--- config.mk ---
export PLATFORM = sky130hd
export DESIGN_NAME = pix_autorange_seq
export DESIGN_NICKNAME = d
export VERILOG_FILES = /design/src/rtl/par_pkg.sv /design/src/rtl/par_addr_ctr.sv /design/src/rtl/par_settle_tmr.sv /design/src/rtl/par_dac_calc.sv /design/src/rtl/pix_autorange_seq.sv
export SDC_FILE = /design/constraint.sdc
export NUM_CORES = 1
export LEC_CHECK = 0
export BUFFER_PORTS_ARGS = -buffer_cell sky130_fd_sc_hd__buf_4
export CAP_MARGIN = 25
export CORE_MARGIN = 1.5
export CORE_UTILIZATION = 30
export CTS_BUF_LIST = sky130_fd_sc_hd__clkbuf_2 sky130_fd_sc_hd__clkbuf_4 sky130_fd_sc_hd__clkbuf_8
export DETAILED_ROUTE_END_ITERATION = 7
export PLACE_DENSITY = 0.52
export SYNTH_ARGS = -nofsm -noshare
export SYNTH_HDL_FRONTEND = slang
export SYNTH_SLANG_ARGS = --single-unit
--- constraint.sdc ---
create_clock -name clk -period 2.9 [get_ports clk]
set_clock_uncertainty 0.2 [all_clocks]
set_input_delay 0 -clock clk [delete_from_list [all_inputs] [get_ports clk]]
set_output_delay 0 -clock clk [all_outputs]
set_load 0.02 [all_outputs]
--- src/rtl/par_pkg.sv ---
package par_pkg;
   typedef enum logic [1:0] {ST_IDLE, ST_SETTLE, ST_START, ST_WAIT} seq_st_t;
   typedef enum logic [1:0] {PH_COARSE, PH_OFFSET, PH_PIXEL} seq_ph_t;
endpackage

--- src/rtl/par_addr_ctr.sv ---
module par_addr_ctr #(
   parameter int ROW_W = 5,
   parameter int COL_W = 5
) (
   input  logic                     clk,
   input  logic                     rst_n,
   input  logic                     clr,
   input  logic                     inc,
   output logic [ROW_W+COL_W-1:0]   addr,
   output logic [ROW_W-1:0]         row,
   output logic [COL_W-1:0]         col,
   output logic                     last
);
   localparam int AW = ROW_W + COL_W;
   logic [AW-1:0] cnt_q;

   always_ff @(posedge clk) begin
      if (!rst_n || clr) cnt_q <= '0;
      else if (inc)      cnt_q <= cnt_q + 1'b1;
   end

   assign addr = cnt_q;
   assign row  = cnt_q[AW-1:COL_W];
   assign col  = cnt_q[COL_W-1:0];
   assign last = (cnt_q == {AW{1'b1}});
endmodule

--- src/rtl/par_settle_tmr.sv ---
module par_settle_tmr #(
   parameter int W = 8
) (
   input  logic         clk,
   input  logic         rst_n,
   input  logic         run,
   input  logic [W-1:0] limit,
   output logic         done
);
   logic [W-1:0] cnt_q;

   assign done = run && (cnt_q == limit);

   always_ff @(posedge clk) begin
      if (!rst_n || !run) cnt_q <= '0;
      else if (!done)     cnt_q <= cnt_q + 1'b1;
   end
endmodule

--- src/rtl/par_dac_calc.sv ---
module par_dac_calc #(
   parameter int ADC_W = 12,
   parameter int DAC_W = 12,
   parameter int RATIO = 4,
   parameter int STEP  = 256
) (
   input  logic signed [ADC_W-1:0] coarse,
   input  logic signed [DAC_W-1:0] cur,
   input  logic                    up,
   output logic signed [DAC_W-1:0] base,
   output logic signed [DAC_W-1:0] stepped
);
   localparam int RW   = $clog2(RATIO + 1) + 1;
   localparam int PW   = (ADC_W + RW > DAC_W + 1) ? ADC_W + RW : DAC_W + 1;
   localparam int DMAXI = (1 << (DAC_W - 1)) - 1;
   localparam int DMINI = -(1 << (DAC_W - 1));
   localparam logic signed [PW-1:0]   PMAX = PW'(DMAXI);
   localparam logic signed [PW-1:0]   PMIN = PW'(DMINI);
   localparam logic signed [DAC_W:0]  SMAX = (DAC_W+1)'(DMAXI);
   localparam logic signed [DAC_W:0]  SMIN = (DAC_W+1)'(DMINI);
   localparam logic signed [DAC_W:0]  STP  = (DAC_W+1)'(STEP);

   logic signed [PW-1:0] cx, prod;
   assign cx = {{(PW-ADC_W){coarse[ADC_W-1]}}, coarse};

   generate
      if ((RATIO & (RATIO - 1)) == 0) begin : g_shift
         assign prod = cx <<< $clog2(RATIO);
      end else begin : g_mult
         assign prod = cx * $signed(PW'(RATIO));
      end
   endgenerate

   always_comb begin
      if (prod > PMAX)      base = PMAX[DAC_W-1:0];
      else if (prod < PMIN) base = PMIN[DAC_W-1:0];
      else                  base = prod[DAC_W-1:0];
   end

   logic signed [DAC_W:0] cx2, sum;
   assign cx2 = {cur[DAC_W-1], cur};
   assign sum = up ? (cx2 + STP) : (cx2 - STP);

   always_comb begin
      if (sum > SMAX)      stepped = SMAX[DAC_W-1:0];
      else if (sum < SMIN) stepped = SMIN[DAC_W-1:0];
      else                 stepped = sum[DAC_W-1:0];
   end
endmodule

--- src/rtl/pix_autorange_seq.sv ---
module pix_autorange_seq import par_pkg::*; #(
   parameter int ROW_W      = 5,
   parameter int COL_W      = 5,
   parameter int ADC_W      = 12,
   parameter int DAC_W      = 12,
   parameter int GAIN_RATIO = 4,
   parameter int DAC_STEP   = 256,
   parameter int MAX_RETRY  = 3,
   parameter int SETTLE_W   = 8
) (
   input  logic                       clk,
   input  logic                       rst_n,
   input  logic                       frame_start,
   input  logic [SETTLE_W-1:0]        settle_cycles,
   output logic                       adc_start,
   input  logic                       adc_done,
   input  logic [ADC_W-1:0]           adc_data,
   output logic                       gain_hi,
   output logic                       cal_sel,
   output logic [DAC_W-1:0]           dac_code,
   output logic [ROW_W-1:0]           pix_row,
   output logic [COL_W-1:0]           pix_col,
   output logic                       word_valid,
   output logic [ROW_W+COL_W-1:0]     word_addr,
   output logic [ADC_W:0]             word_sample,
   output logic [DAC_W-1:0]           word_dac,
   output logic                       word_ovf,
   output logic                       frame_done
);
   localparam int AW    = ROW_W + COL_W;
   localparam int RTY_W = $clog2(MAX_RETRY + 1);
   localparam logic [ADC_W-1:0] RAIL_HI = {1'b0, {(ADC_W-1){1'b1}}};
   localparam logic [ADC_W-1:0] RAIL_LO = {1'b1, {(ADC_W-1){1'b0}}};

   generate
      if (ROW_W < 1 || COL_W < 1)        begin : g_bad_geom  $error("array fields must be non-empty"); end
      if (ADC_W < 2 || DAC_W < 2)        begin : g_bad_width $error("converter widths too small"); end
      if (GAIN_RATIO < 1)                begin : g_bad_ratio $error("gain ratio must be positive"); end
      if (DAC_STEP < 1 || DAC_STEP >= (1 << (DAC_W - 1))) begin : g_bad_step $error("DAC step out of range"); end
      if (MAX_RETRY < 1)                 begin : g_bad_rty   $error("retry limit must be positive"); end
   endgenerate

   seq_st_t st_q;
   seq_ph_t ph_q;
   logic signed [ADC_W-1:0] coarse_q, off_q;
   logic signed [DAC_W-1:0] dac_q, base_w, step_w;
   logic gain_q, cal_q;
   logic [RTY_W-1:0] rty_q;
   logic [AW-1:0] addr_w;
   logic last_w, settle_done;

   logic got, clip_hi, clip_lo, clip, can_retry, do_retry, emit, begin_frame;
   assign got         = (st_q == ST_WAIT) && adc_done;
   assign clip_hi     = (adc_data == RAIL_HI);
   assign clip_lo     = (adc_data == RAIL_LO);
   assign clip        = clip_hi || clip_lo;
   assign can_retry   = (rty_q < RTY_W'(MAX_RETRY));
   assign do_retry    = got && (ph_q == PH_PIXEL) && clip && can_retry;
   assign emit        = got && (ph_q == PH_PIXEL) && !(clip && can_retry);
   assign begin_frame = (st_q == ST_IDLE) && frame_start;

   par_addr_ctr #(.ROW_W(ROW_W), .COL_W(COL_W)) u_addr (
      .clk(clk), .rst_n(rst_n), .clr(begin_frame), .inc(emit && !last_w),
      .addr(addr_w), .row(pix_row), .col(pix_col), .last(last_w));

   par_settle_tmr #(.W(SETTLE_W)) u_settle (
      .clk(clk), .rst_n(rst_n), .run(st_q == ST_SETTLE),
      .limit(settle_cycles), .done(settle_done));

   par_dac_calc #(.ADC_W(ADC_W), .DAC_W(DAC_W), .RATIO(GAIN_RATIO), .STEP(DAC_STEP)) u_dac (
      .coarse(coarse_q), .cur(dac_q), .up(clip_hi), .base(base_w), .stepped(step_w));

   always_ff @(posedge clk) begin
      if (!rst_n) begin
         st_q <= ST_IDLE;  ph_q <= PH_COARSE;
         coarse_q <= '0;   off_q <= '0;   dac_q <= '0;
         gain_q <= 1'b0;   cal_q <= 1'b0; rty_q <= '0;
      end else begin
         case (st_q)
            ST_IDLE: if (frame_start) begin
               st_q <= ST_SETTLE; ph_q <= PH_COARSE;
               gain_q <= 1'b0; cal_q <= 1'b0; dac_q <= '0; rty_q <= '0;
            end
            ST_SETTLE: if (settle_done) st_q <= ST_START;
            ST_START:  st_q <= ST_WAIT;
            ST_WAIT: if (adc_done) begin
               case (ph_q)
                  PH_COARSE: begin
                     coarse_q <= adc_data; ph_q <= PH_OFFSET;
                     gain_q <= 1'b1; cal_q <= 1'b1; dac_q <= '0;
                     st_q <= ST_SETTLE;
                  end
                  PH_OFFSET: begin
                     off_q <= adc_data; ph_q <= PH_PIXEL;
                     cal_q <= 1'b0; dac_q <= base_w;
                     st_q <= ST_SETTLE;
                  end
                  default: begin
                     if (do_retry) begin
                        rty_q <= rty_q + 1'b1; dac_q <= step_w;
                        st_q <= ST_SETTLE;
                     end else begin
                        rty_q <= '0;
                        if (last_w) begin
                           st_q <= ST_IDLE; gain_q <= 1'b0; dac_q <= '0;
                        end else begin
                           st_q <= ST_SETTLE; dac_q <= base_w;
                        end
                     end
                  end
               endcase
            end
            default: st_q <= ST_IDLE;
         endcase
      end
   end

   always_ff @(posedge clk) begin
      if (!rst_n) begin
         word_valid <= 1'b0; frame_done <= 1'b0; word_ovf <= 1'b0;
         word_addr <= '0; word_sample <= '0; word_dac <= '0;
      end else begin
         word_valid <= emit;
         frame_done <= emit && last_w;
         if (emit) begin
            word_addr   <= addr_w;
            word_sample <= {adc_data[ADC_W-1], adc_data} - {off_q[ADC_W-1], off_q};
            word_dac    <= dac_q;
            word_ovf    <= clip;
         end
      end
   end

   assign adc_start = (st_q == ST_START);
   assign gain_hi   = gain_q;
   assign cal_sel   = cal_q;
   assign dac_code  = dac_q;
endmodule

[Yosys cells after proc, flatten, opt, wreduce, memory -nomap -nowiden]
Index checks and enable logic that the tools add are counted.
Operators by class
  div/mod/pow operators: 0
  eq/ne operators: 17
  bitwise logic cells: 0
  add/sub/neg operators: 6
  $lt $le $gt $ge: 5
  mux-type cells: 35
  multipliers: 0
  reduce and logical (&&, ||, !) cells: 28
  shift operators: 0
Operators by type and width (count)
  two-way mux 12 bit: 8
  case mux 12 bit (2 select lines): 2
  two-way mux 2 bit: 8
  > comparator 14 x 12 -> 1 bit, second input constant: 1
  < comparator 14 x 12 -> 1 bit, second input constant: 1
  adder 12 x 10 -> 13 bit, second input constant: 1
  > comparator 13 x 12 -> 1 bit, second input constant: 1
  < comparator 13 x 12 -> 1 bit, second input constant: 1
  two-way mux 13 bit: 1
  subtractor 12 x 10 -> 13 bit, second input constant: 1
  subtractor 12 x 12 -> 13 bit: 1
  == test 12 x 11 -> 1 bit, second input constant: 1
  == test 12 bit, second input constant: 1
  case mux 2 bit (2 select lines): 3
  AND reduction 3 bit: 4
  adder 10 x 1 -> 10 bit, second input constant: 1
  == test 10 bit, second input constant: 1
  logical AND 1 bit: 10
  inequality test 2 bit, second input constant: 5
  adder 8 x 1 -> 8 bit, second input constant: 1
  == test 8 bit: 1
  two-way mux 1 bit: 8
  case mux 1 bit (2 select lines): 4
  case mux 2 bit (4 select lines): 1
  13 further kinds: 24
Storage, ports and cells
  flip-flop bits (word level): 100
  input bits: 24
  latch bits: 0
  bits in writable memories: 0
  memory bits (read-only): 0
  memories: 0

[Logic depth before layout (Yosys ltp)]
Gate-level depths: netlist of the first run.
  depth in word-level cells: 9
  depth in mapped cells: 10
  depth with buffers taken out: 10

[Cells and area by module]
From an unflattened synthesis of the first run, not the netlist that was laid out.
Unflattened totals
  cell total of the unflattened synthesis: 738
  area, all modules: 5666.7 µm²
By module, submodules not included
  pix_autorange_seq: cells each 499, instances 1, area an instance 3927.5 µm², sequential area each 1621.6 µm²
  par_dac_calc: cells each 107, instances 1, area an instance 633.1 µm², sequential area each 0.0 µm²
  par_settle_tmr: cells each 72, instances 1, area an instance 576.8 µm², sequential area each 160.2 µm²
  par_addr_ctr: cells each 60, instances 1, area an instance 529.3 µm², sequential area each 200.2 µm²

[Worst setup path after synthesis of the first run]
Ideal clock, no wire load.
  path type: input-to-reg
  start: input port adc_data[11]
  end: register dac_q[1] (netlist: dac_code[1])
  path slack: 225 ps
  arrival time: 2403 ps
  stages: 10
  data required time: 2628 ps
  path through: nand2b_1 nor4_4 inv_2 ha_1 a21o_1 a21oi_4 xor2_4 a21oi_2 o31ai_4 mux2i_1
Between the ends
  cells in the longest elaborated chain, start to end: 9
  elaborated cells between the ends (all ways): 14
  those cells by class: 2 x order compare; 2 x eq/ne; 7 x mux; 3 x reduce/logical
RTL lines
  start, declared: line pix_autorange_seq.sv:17  | input logic [ADC_W-1:0] adc_data,
  == test 12 x 11 -> 1 bit: line pix_autorange_seq.sv:54  | assign clip_hi = (adc_data == RAIL_HI);
  two-way mux 13 bit: line par_dac_calc.sv:42  | assign sum = up ? (cx2 + STP) : (cx2 - STP);
  < comparator 13 x 12 -> 1 bit: line par_dac_calc.sv:46  | else if (sum < SMIN) stepped = SMIN[DAC_W-1:0];
  two-way mux 12 bit: line par_dac_calc.sv:46
  two-way mux 12 bit: line par_dac_calc.sv:45  | if (sum > SMAX) stepped = SMAX[DAC_W-1:0];
  two-way mux 12 bit (*): line pix_autorange_seq.sv:99  | if (do_retry) begin
  case mux 12 bit (2 select lines) (*): line pix_autorange_seq.sv:87  | case (ph_q)
  two-way mux 12 bit (*): line pix_autorange_seq.sv:86  | ST_WAIT: if (adc_done) begin
  case mux 12 bit (2 select lines) (*): line pix_autorange_seq.sv:79  | case (st_q)
  end signal, assigned: line pix_autorange_seq.sv:100  | rty_q <= rty_q + 1'b1; dac_q <= step_w;
  end, declared: line pix_autorange_seq.sv:46  | logic signed [DAC_W-1:0] dac_q, base_w, step_w;
Every way passes the cells marked *; elsewhere a longest branch is shown, timed or not. The select of a mux whose other input is x is not followed.
A chain may end at the register's enable or synchronous reset.

[Worst setup path after layout of the first run]
  start: input port adc_data[10]
  end: register dac_q[11] (netlist: dac_code[11])
The elaborated chain is that of the path after synthesis.

==> flow_metrics.env, run 1 <==
export IMPL_status="finished, final reports clean"
export IMPL_final_hold_violation_count=0
export IMPL_portBuffers=86
export IMPL_finalWirelength_mm=14.53
export IMPL_timing_max_cap_violations=0
export IMPL_fin_hold_ws_ps=17.27
export IMPL_cts_reportedPaths_clkPinSlew_ps=90
export IMPL_cp_data_arrival_time_ps=2880
export IMPL_fp_row_count=47
export IMPL_first_iteration_detailed_routing_drc_count=250
export IMPL_reg2reg_from="dac_code[11]$_SDFFE_PN0P_"
export IMPL_start_util=0.3083
export IMPL_cts_buffers=9
export IMPL_worst_ep_required_time_ps=3030
export IMPL_design_die_area_mm2=0.01790
export IMPL_synth_xor_area_share=0.04804
export IMPL_cts_num_sinks=97
export IMPL_yosysSeqAreaShare=0.3784
export IMPL_setup_worst_path_start="adc_data[10]"
export IMPL_yosys_area_share_simple=0.2277
export IMPL_finish_net_count=786
export IMPL_synth_area_per_cell_um2=8.158
export IMPL_drc=0
export IMPL_ctsHtreeMaxLevel=3
export IMPL_period_share=0.9480
export IMPL_worst_slew_margin_rel=0.4204
export IMPL_via_cell_ratio=5.038
export IMPL_pwr_density_cell_mw_per_mm2=453.3
export IMPL_num_antenna_cells=0
export IMPL_critPathMaxStageDelay_ps=580
export IMPL_final_cell_mix="sky130_fd_sc_hd__nand2_1, sky130_fd_sc_hd__buf_4, sky130_fd_sc_hd__dfxtp_1, sky130_fd_sc_hd__a21oi_1, sky130_fd_sc_hd__nor2_1"
export IMPL_globalplace_congestion=0.8515
export IMPL_clkLatencyLatePin_ps=380
export IMPL_synthesis_yosys_warnings=0
export IMPL_cp_num_buf_inv=5
export IMPL_grt_max_degree=39
export IMPL_syn_instance_count=629
export IMPL_core_occupancy_in_the_finished_layout=0.3864
export IMPL_min_path_type="primary input to flip-flop"
export IMPL_syn_area_mm2=0.005131
export IMPL_cp_cell_sequence="buf_4 -> nand4_1 -> nor4_4 -> inv_2 -> buf_4 -> ha_1 -> a31oi_2 -> nand3b_1 -> o21ai_2 -> buf_6 -> o21ai_0 -> a221oi_1 -> dlygate4sd3_1"
export IMPL_synth_compound_area_frac=0.2039
export IMPL_ys_async_sr_fraction=0
export IMPL_power_leakage_uw=0.002398
export IMPL_synth_top_family_by_area="simple AND/OR/NAND/NOR gates"
export IMPL_die_width_um=133.8
export IMPL_final_max_slew_violation_count=0
export IMPL_achievable_frequency_mhz=363.8
export IMPL_grt_busiest_layer="met2"
export IMPL_first_global_vias=4558
export IMPL_synthToLayoutAreaGrowth_pct=25.31
export IMPL_cts_root_to_sink_buffers=2
export IMPL_critical_path_top_cell_by_count="sky130_fd_sc_hd__buf_4"
export IMPL_synthAdderAreaFrac=0.06876
export IMPL_min_path_cells=4
export IMPL_drt_pass1_iter_count=5
export IMPL_drive_gt1_frac=0.1905
export IMPL_synthDistinctLibCells=63
export IMPL_report_power_total_uw=2915
export IMPL_critical_path_reg2reg_endpoint="dac_code[11]$_SDFFE_PN0P_"
export IMPL_critical_path_class="primary input to flip-flop"
export IMPL_setup_reg_to_reg_worst_slack_ps=170
export IMPL_peakVddDrop_uv=195.4
export IMPL_area_of_the_multi_input_gates_mm2=0.002940
export IMPL_synth_edf_count=0
export IMPL_place_hpwl_mm=10.50
export IMPL_final_min_clock_period_ps=2749
export IMPL_min_delay_start="adc_data[9]"
export IMPL_core_area_mm2=0.01664
export IMPL_crit_fanout=5
export IMPL_ys_seq_elements=97
export IMPL_grt_first_pass_wirelength_mm=23.12
export IMPL_cpMaxStageDelayCell="sky130_fd_sc_hd__dlygate4sd3_1"
export IMPL_ff_latch_area_mm2=0.001943
export IMPL_timing_worst_slew_pin_value_ps=865.3
export IMPL_boundaryPins=87
export IMPL_num_fill_cells=1742
export IMPL_cts_tree="yes"
export IMPL_detail_route_antenna_nets=0
export IMPL_setup_worst_path_end_class="flip-flop"
export IMPL_layout_cells_most_common="sky130_fd_sc_hd__nand2_1"
export IMPL_clockRootBuffer="sky130_fd_sc_hd__clkbuf_8"
export IMPL_grt_use_met1=0.2166
export IMPL_path_delay_family="buffers and inverters"
export IMPL_initial_antenna_violation_count=0
export IMPL_setup_violations=0
export IMPL_y_dimension_of_the_die_um=133.8
export IMPL_grt_remaining_overflow=0
export IMPL_grt_util_met3=0.04082
export IMPL_dr_total_vias=4836
export IMPL_yosys_most_used_dff="sky130_fd_sc_hd__dfxtp_1"
export IMPL_grt_util_met2=0.2606
export IMPL_worst_hold_path_endpoint="word_sample[9]$_SDFFE_PN0P_"
export IMPL_critical_path_startpoint_type="primary input"
export IMPL_synth_nets=680
export IMPL_detail_route_wl_per_cell_um=15.14
export IMPL_grtUsageTotal=0.1632
export IMPL_yosys_mux_area_fraction=0.02146
export IMPL_r2r_cells=8
==> synthesized netlist by cell type, drive strengths merged, types with 14 or more instances <==
cell    number  area share
xor2        16       0.031
dfxtp       97        0.38
clkbuf      14       0.010
nand2      130       0.095
o21ai       28       0.027
inv         30       0.022
nor4        15       0.021
ha          25       0.061
a21oi       76       0.077
nor2        46       0.034
==> worst max-delay path by stage <==
| stage | endpoint | slack, ps | cells after the start |
|---|---|---|---|
| 2_1_floorplan | dac_code[1]$_SDFFE_PN0P_ | 230 | 10 |
| 3_3_place_gp | dac_code[5]$_SDFFE_PN0P_ | 120 | 11 |
| 3_5_place_dp | dac_code[5]$_SDFFE_PN0P_ | -40 | 11 |
| 4_1_cts | dac_code[11]$_SDFFE_PN0P_ | 110 | 8 |
| 5_1_grt | dac_code[11]$_SDFFE_PN0P_ | -10 | 13 |
| 6_report | dac_code[11]$_SDFFE_PN0P_ | 150 | 13 |
==> per-layer routing <==
metal | routed length, µm | share of wire | vias to the layer above
met5 | 0 | 0 | -
li1 | - | - | 2412
met1 | 6650 | 0.46 | 2245
met2 | 6692 | 0.46 | 156
met3 | 972 | 0.067 | 23
met4 | 216 | 0.015 | 0
==> registers in the layout, indices dropped and copies added (netlist names), 2 cells and up <==
name	cells
word_sample	13
u_addr.addr	10
rty_q	2
coarse_q	12
word_addr	10
u_settle.cnt_q	8
word_dac	11
dac_code	11
st_q	2
off_q	12
==> tightest hold or removal path, cell delays in order <==
cell and delay [ps]:
sky130_fd_sc_hd__buf_4 110, sky130_fd_sc_hd__ha_1 230, sky130_fd_sc_hd__xnor2_1 150, sky130_fd_sc_hd__o21ai_0 70
==> report_power, final <==
| part | switching [µW] | leakage, µW | internal (µW) |
|---|---|---|---|
| Clock | 474 | 0.000104 | 414 |
| Sequential | 32.4 | 0.000782 | 1360 |
| Combinational | 391 | 0.00151 | 243 |
==> cells by family (layout without fill, tap and decap cells) <==
group	count (synthesis)	after routing
compound gates	156	156
simple gates	255	255
buf+inv	57	168
fa+ha+maj	27	27
xor+xnor	26	26
mux	11	11
flops	97	97
==> repair_timing <==
| item | 4_1_cts | 5_1_grt |
|---|---|---|
| resized for setup | 0 | 5 |
| endpoints found under the hold margin | 51 | 0 |
| endpoints found under the setup margin | 0 | 1 |
| buffers inserted | 0 | 4 |
| hold buffers | 17 | 0 |
==> stage by stage <==
stage	TNS (ps)	instance area (µm²)	instances	setup slack [ps]
after global routing	-12.55	6430	960	-12.55
after global placement	0	6012	923	122.6
final	0	6430	960	150.9
after floorplan	0	5131	629	225.3
after detailed placement	-99.20	6012	923	-40.99
after CTS	0	6379	956	111.7
==> layout make-up <==
type,count,area share
clock buffer,15,0.02919
multi-input combinational,475,0.4573
inverter,30,0.01751
tap,220,0.04281
sequential,97,0.3022
timing repair buffer,122,0.1496
clock inverter,1,0.001362
Note: power is estimated with default switching activity, not from simulation.
==> inputs of run 2 (changes only) <==
--- a/config.mk
+++ b/config.mk
@@ -5,11 +5,12 @@
 export SDC_FILE = /design/constraint.sdc
 export NUM_CORES = 1
 export LEC_CHECK = 0
-export BUFFER_PORTS_ARGS = -buffer_cell sky130_fd_sc_hd__buf_4
+export BUFFER_PORTS_ARGS = -buffer_cell sky130_fd_sc_hd__buf_2
 export CAP_MARGIN = 25
 export CORE_MARGIN = 1.5
 export CORE_UTILIZATION = 30
 export CTS_BUF_LIST = sky130_fd_sc_hd__clkbuf_2 sky130_fd_sc_hd__clkbuf_4 sky130_fd_sc_hd__clkbuf_8
+export CTS_CLUSTER_DIAMETER = 80
 export DETAILED_ROUTE_END_ITERATION = 7
 export PLACE_DENSITY = 0.52
 export SYNTH_ARGS = -nofsm -noshare
==> run 2 against run 1 <==
Die area unchanged. Critical endpoint is now dac_code[3]$_SDFFE_PN0P_. Sequential power is essentially flat. Register-to-register slack improved by 80 ps. Largest power group unchanged. Largest cell class unchanged. Worst hold slack better by 16 ps. Highest routed layer unchanged.
==> flow_metrics.env, run 2 (same netlist as run 1, synthesis figures left out) <==
export IMPL_period_share=0.9142
export IMPL_cts_buffers=9
export IMPL_fin_hold_ws_ps=32.92
export IMPL_first_global_vias=4612
export IMPL_regMostFlops="word_sample"
export IMPL_place_hpwl_mm=10.78
export IMPL_start_util=0.3083
export IMPL_synthToLayoutAreaGrowth_pct=19.65
export IMPL_final_min_clock_period_ps=2651
export IMPL_clockRootBuffer="sky130_fd_sc_hd__clkbuf_8"
export IMPL_timing_max_cap_violations=0
export IMPL_largest_register_ffs=13
export IMPL_initial_antenna_violation_count=0
export IMPL_via_cell_ratio=5.061
export IMPL_final_max_slew_violation_count=0
export IMPL_ff_latch_area_mm2=0.001942
export IMPL_min_delay_start="adc_data[8]"
export IMPL_final_hold_violation_count=0
export IMPL_grt_first_pass_wirelength_mm=23.56
export IMPL_area_of_the_multi_input_gates_mm2=0.002924
export IMPL_peakVddDrop_uv=295.9
export IMPL_crit_fanout=8
export IMPL_grt_busiest_layer="met2"
export IMPL_rsz_0062_raised_after_global_routing="no"
export IMPL_cts_root_to_sink_buffers=2
export IMPL_final_setup_worst_slack_ps=248.7
export IMPL_cts_reportedPaths_clkPinSlew_ps=90
export IMPL_pwr_density_cell_mw_per_mm2=464.6
export IMPL_finalWirelength_mm=14.28
export IMPL_detail_route_antenna_nets=0
export IMPL_ctsHtreeMaxLevel=3
export IMPL_portBuffers=86
export IMPL_r2r_cells=7
export IMPL_setup_violations=0
export IMPL_min_path_type="primary input to flip-flop"
export IMPL_dr_total_vias=4833
export IMPL_core_occupancy_in_the_finished_layout=0.3689
export IMPL_critical_path_reg2reg_endpoint="dac_code[3]$_SDFFE_PN0P_"
export IMPL_critical_path_startpoint_type="flip-flop"
export IMPL_grtUsageTotal=0.1632
export IMPL_placement_setup_worst_slack_ps=-74.42
export IMPL_worst_hold_path_endpoint="word_sample[8]$_SDFFE_PN0P_"
export IMPL_globalplace_congestion=0.8704
export IMPL_cts_tree="yes"
export IMPL_boundaryPins=87
export IMPL_grt_util_met3=0.04346
export IMPL_critical_path_class="flip-flop to flip-flop"
export IMPL_status="finished, final reports clean"
export IMPL_core_area_mm2=0.01664
export IMPL_grt_remaining_overflow=0
export IMPL_clkLatencyLatePin_ps=380
export IMPL_drt_pass1_iter_count=5
export IMPL_worst_slew_margin_rel=0.4108
export IMPL_cp_data_arrival_time_ps=2760
export IMPL_setup_worst_path_end_class="flip-flop"
export IMPL_first_iteration_detailed_routing_drc_count=263
export IMPL_grt_max_degree=32
export IMPL_min_path_cells=4
export IMPL_finish_net_count=782
export IMPL_final_cell_mix="sky130_fd_sc_hd__nand2_1, sky130_fd_sc_hd__dfxtp_1, sky130_fd_sc_hd__buf_2, sky130_fd_sc_hd__a21oi_1, sky130_fd_sc_hd__nor2_1"
export IMPL_num_antenna_cells=0
export IMPL_grt_util_met2=0.2640
export IMPL_die_width_um=133.8
export IMPL_drc=0
export IMPL_design_die_area_mm2=0.01790
export IMPL_detail_route_wl_per_cell_um=14.96
export IMPL_num_fill_cells=1757
export IMPL_grt_use_met1=0.2186
export IMPL_layout_cells_most_common="sky130_fd_sc_hd__nand2_1"
export IMPL_y_dimension_of_the_die_um=133.8
export IMPL_timing_worst_slew_pin_value_ps=879.6
export IMPL_drive_gt1_frac=0.1837
export IMPL_setup_worst_path_start="dac_code[9]$_SDFFE_PN0P_"
export IMPL_cts_resized=0
export IMPL_setup_reg_to_reg_worst_slack_ps=250
export IMPL_reg2reg_from="dac_code[9]$_SDFFE_PN0P_"
export IMPL_power_leakage_uw=0.002355
export IMPL_worst_ep_required_time_ps=3010
export IMPL_layout_top_registers="word_sample: 13 flops, coarse_q: 12 flops, off_q: 12 flops"
export IMPL_achievable_frequency_mhz=377.2
export IMPL_fp_row_count=47
export IMPL_cts_num_sinks=97
## run 2: area by class of cell
type                            instances  area share
Tap cell                              220     0.04483
Timing Repair Buffer                  118      0.1149
Sequential cell                        97      0.3163
Multi-Input combinational cell        475      0.4763
Clock buffer                           13     0.02710
Clock inverter                          2    0.002242
Inverter                               30     0.01834
## run 2: through the flow
step / instances / total power [µW] / cell area, µm² / TNS (ps)
floorplan: 629 / 1863 / 5131 / 0
global placement: 926 / 2006 / 5819 / 0
detailed placement: 926 / 2027 / 5819 / -361.3
CTS: 955 / 2899 / 6140 / 0
global route: 955 / 3029 / 6140 / 0
finish: 955 / 2853 / 6140 / 0
## run 2: worst max path at each step
stage | cells past startpoint | slack [ps] | end
floorplan | 10 | 230 | dac_code[1]$_SDFFE_PN0P_
global placement | 11 | 70 | dac_code[3]$_SDFFE_PN0P_
detailed placement | 11 | -70 | dac_code[4]$_SDFFE_PN0P_
CTS | 7 | 250 | dac_code[3]$_SDFFE_PN0P_
global route | 7 | 20 | word_sample[11]$_SDFFE_PN0P_
finish | 7 | 250 | dac_code[3]$_SDFFE_PN0P_
## run 2: power breakdown
group          total, µW  switching [µW]  internal, µW  leakage [µW]
Clock                838             464           374     0.0000963
Combinational        622             395           227       0.00148
Sequential          1390            32.2          1360      0.000781
## run 2: metal layers
metal	vias up	share of wire
met1	2287	0.47
met4	0	0.012
li1	2405	-
met5	-	0
met2	130	0.46
met3	11	0.059
## run 2: critical path, stage by stage, from the launching register on
cell and delay [ps]:
sky130_fd_sc_hd__dfxtp_1 540, sky130_fd_sc_hd__ha_1 310, sky130_fd_sc_hd__a21o_1 220, sky130_fd_sc_hd__a21oi_4 210, sky130_fd_sc_hd__xor2_4 280, sky130_fd_sc_hd__a21oi_2 130, sky130_fd_sc_hd__o31ai_4 450, sky130_fd_sc_hd__mux2i_1 250
## run 2: repair_timing
action | 4_1_cts | 5_1_grt
hold buffers | 14 | 0
endpoints found under the hold margin | 49 | 0
buffers inserted | 0 | 0
==> inputs of run 3 (changes only) <==
--- a/config.mk
+++ b/config.mk
@@ -5,6 +5,7 @@
 export SDC_FILE = /design/constraint.sdc
 export NUM_CORES = 1
 export LEC_CHECK = 0
+export ABC_AREA = 1
 export BUFFER_PORTS_ARGS = -buffer_cell sky130_fd_sc_hd__buf_2
 export CAP_MARGIN = 25
 export CORE_MARGIN = 1.5
==> run 3 against run 2 <==
Clock power barely moved. Global-route usage is 0.46 points higher. Critical path depth increased by 10. Worst hold slack got worse by 8.9 ps. Sequential power barely moved. Clock-buffer cell count is 2 lower. Cell area up 2.0%. Setup slack gained 25 ps. Critical endpoint is now dac_code[5]$_SDFFE_PN0P_.
==> flow_metrics.env, run 3 <==
export IMPL_place_hpwl_mm=10.96
export IMPL_grt_max_degree=60
export IMPL_cts_buffers=9
export IMPL_grt_remaining_overflow=0
export IMPL_fp_row_count=47
export IMPL_synthesis_yosys_warnings=0
export IMPL_syn_instance_count=753
export IMPL_grtUsageTotal=0.1677
export IMPL_timing_worst_slew_pin_value_ps=710.7
export IMPL_status="finished, final reports clean"
export IMPL_setup_violations=0
export IMPL_regMostFlops="word_sample"
export IMPL_layout_cells_most_common="sky130_fd_sc_hd__nand2_1"
export IMPL_detail_route_wl_per_cell_um=13.51
export IMPL_detail_route_antenna_nets=0
export IMPL_cts_tree="yes"
export IMPL_totalNegativeSetupSlack_ps=0
export IMPL_worst_ep_required_time_ps=3020
export IMPL_placement_setup_worst_slack_ps=183.5
export IMPL_final_setup_worst_slack_ps=273.5
export IMPL_largest_register_ffs=13
export IMPL_finalWirelength_mm=14.62
export IMPL_drive_gt1_frac=0.1682
export IMPL_initial_antenna_violation_count=0
export IMPL_layout_top_registers="word_sample: 13 flops, coarse_q: 12 flops, off_q: 12 flops"
export IMPL_core_area_mm2=0.01670
export IMPL_area_of_the_multi_input_gates_mm2=0.002848
export IMPL_netlist_top_cell_by_area="sky130_fd_sc_hd__dfxtp_1"
export IMPL_synthDistinctLibCells=37
export IMPL_synth_area_per_cell_um2=6.854
export IMPL_power_leakage_uw=0.002731
export IMPL_peakVddDrop_uv=193.5
export IMPL_critical_path_startpoint_type="primary input"
export IMPL_yosys_top_cells_count="sky130_fd_sc_hd__nand2_1, sky130_fd_sc_hd__dfxtp_1, sky130_fd_sc_hd__a21oi_1"
export IMPL_portBuffers=86
export IMPL_crit_fanout=8
export IMPL_y_dimension_of_the_die_um=134.2
export IMPL_worst_slew_margin_rel=0.5262
export IMPL_switching_power_summed_over_all_nets_uw=883.8
export IMPL_achievable_frequency_mhz=380.7
export IMPL_clockRootBuffer="sky130_fd_sc_hd__clkbuf_8"
export IMPL_synth_edf_count=0
export IMPL_synth_most_common_cell="sky130_fd_sc_hd__nand2_1"
export IMPL_p_seq_frac=0.499
export IMPL_final_cell_mix="sky130_fd_sc_hd__nand2_1, sky130_fd_sc_hd__dfxtp_1, sky130_fd_sc_hd__a21oi_1, sky130_fd_sc_hd__buf_2, sky130_fd_sc_hd__nor2_1"
export IMPL_netSwitchingFraction=0.3187
export IMPL_critical_path_class="primary input to flip-flop"
export IMPL_synth_nets=804
export IMPL_ys_seq_elements=97
export IMPL_design_die_area_mm2=0.01800
export IMPL_final_hold_violation_count=0
export IMPL_first_global_vias=4774
export IMPL_synth_top_cells_by_area="sky130_fd_sc_hd__dfxtp_1, sky130_fd_sc_hd__nand2_1, sky130_fd_sc_hd__a21oi_1"
export IMPL_timing_max_cap_violations=0
export IMPL_first_iteration_detailed_routing_drc_count=325
export IMPL_boundaryPins=87
export IMPL_globalplace_congestion=0.8693
export IMPL_drt_pass1_iter_count=5
export IMPL_yosysSeqAreaShare=0.3762
export IMPL_core_occupancy_in_the_finished_layout=0.3748
export IMPL_via_cell_ratio=4.677
export IMPL_fin_hold_ws_ps=24.01
export IMPL_clkPwrFrac=0.303
export IMPL_yosys_most_used_dff="sky130_fd_sc_hd__dfxtp_1"
export IMPL_dr_total_vias=5060
export IMPL_cts_reportedPaths_clkPinSlew_ps=100
export IMPL_power_share_combinational=0.198
export IMPL_final_min_clock_period_ps=2626
export IMPL_ff_latch_area_mm2=0.001942
export IMPL_synthToLayoutAreaGrowth_pct=21.28
export IMPL_period_share=0.9057
export IMPL_start_util=0.3090
export IMPL_min_path_type="primary input to flip-flop"
export IMPL_setup_worst_path_end_class="flip-flop"
export IMPL_ys_async_sr_fraction=0
export IMPL_cts_num_sinks=97
export IMPL_cts_root_to_sink_buffers=2
export IMPL_drc=0
export IMPL_pwr_density_cell_mw_per_mm2=443.0
export IMPL_final_max_slew_violation_count=0
export IMPL_synth_top_area_share=0.3762
export IMPL_ctsHtreeMaxLevel=3
export IMPL_clkLatencyLatePin_ps=380
export IMPL_intPower_uw=1889
export IMPL_num_antenna_cells=0
export IMPL_grt_first_pass_wirelength_mm=24.07
export IMPL_cp_data_arrival_time_ps=2750
export IMPL_syn_area_mm2=0.005161
export IMPL_report_power_total_uw=2773
export IMPL_num_fill_cells=1834
export IMPL_finish_net_count=908
export IMPL_die_width_um=134.2
## run 3: cells by family after synthesis
| logic type | count (synthesis) | share of synthesized area |
|---|---|---|
| compound gates | 178 | 0.1782 |
| flops | 97 | 0.3762 |
| simple gates | 331 | 0.2722 |
| xor+xnor | 14 | 0.02376 |
| buf+inv | 106 | 0.08121 |
| fa+ha+maj | 27 | 0.06836 |
## run 3: path summary, 6_finish.rpt
path / slack (ps) / startpoint / to / depth (start not counted)
setup / recovery: 270 / adc_data[5] / dac_code[5]$_SDFFE_PN0P_ / 17
hold / removal: 20 / settle_cycles[2] / u_settle.cnt_q[0]$_SDFFE_PP0N_ / 8
setup reg to reg: 610 / dac_code[9]$_SDFFE_PN0P_ / dac_code[5]$_SDFFE_PN0P_ / 11
hold reg to reg: 260 / gain_hi$_SDFFE_PN0P_ / gain_hi$_SDFFE_PN0P_ / 2
## run 3: final cells by class
| type | instances | area share |
|---|---|---|
| well taps | 220 | 0.04397 |
| flip-flops and latches | 97 | 0.3102 |
| repair buffers | 119 | 0.1147 |
| clock buffers | 11 | 0.02319 |
| clock inverters | 5 | 0.004997 |
| inverters | 80 | 0.04797 |
| multi-input cells | 550 | 0.4549 |
## run 3: worst max-delay path, cell delays in order
cell and delay, ps:
sky130_fd_sc_hd__dlygate4sd3_1 540, sky130_fd_sc_hd__buf_2 200, sky130_fd_sc_hd__nand2_1 90, sky130_fd_sc_hd__nor2_2 130, sky130_fd_sc_hd__nand3_4 120, sky130_fd_sc_hd__buf_4 170
sky130_fd_sc_hd__ha_1 300, sky130_fd_sc_hd__or2_1 230, sky130_fd_sc_hd__nand3_1 80, sky130_fd_sc_hd__nand2_1 70, sky130_fd_sc_hd__nand2_1 70, sky130_fd_sc_hd__nand2_1 120
sky130_fd_sc_hd__nand3_2 130, sky130_fd_sc_hd__nand2_4 90, sky130_fd_sc_hd__nor2_4 210, sky130_fd_sc_hd__nand2_1 80, sky130_fd_sc_hd__a21oi_1 120
## run 3: metrics by stage
| step | std cells | area (µm²) |
|---|---|---|
| floorplan | 753 | 5161 |
| global placement | 1047 | 5853 |
| detailed placement | 1047 | 5853 |
| CTS | 1079 | 6190 |
| global route | 1082 | 6260 |
| finish | 1082 | 6260 |
## run 3: power groups by stage
stage	registers, µW	clock network, µW	logic (µW)
after detailed placement	1410	0	517
after global routing	1390	915	632
final	1380	839	550
after CTS	1380	872	537
after floorplan	1410	0	378
after global placement	1410	0	520
## run 3: repair_timing
action                                  in CTS  in global routing
endpoints found under the setup margin       0                  7
resized for setup                            0                  9
endpoints found under the hold margin       57                  0
setup buffers                                0                  3
hold buffers                                16                  0
## run 3: routing by layer
layer / track usage / share of wire / vias to the layer above
met5: 0 / 0 / -
met4: 0.07109 / 0.028 / 0
met3: 0.02721 / 0.038 / 23
met2: 0.2749 / 0.45 / 104
met1: 0.2186 / 0.49 / 2261
li1: - / - / 2672
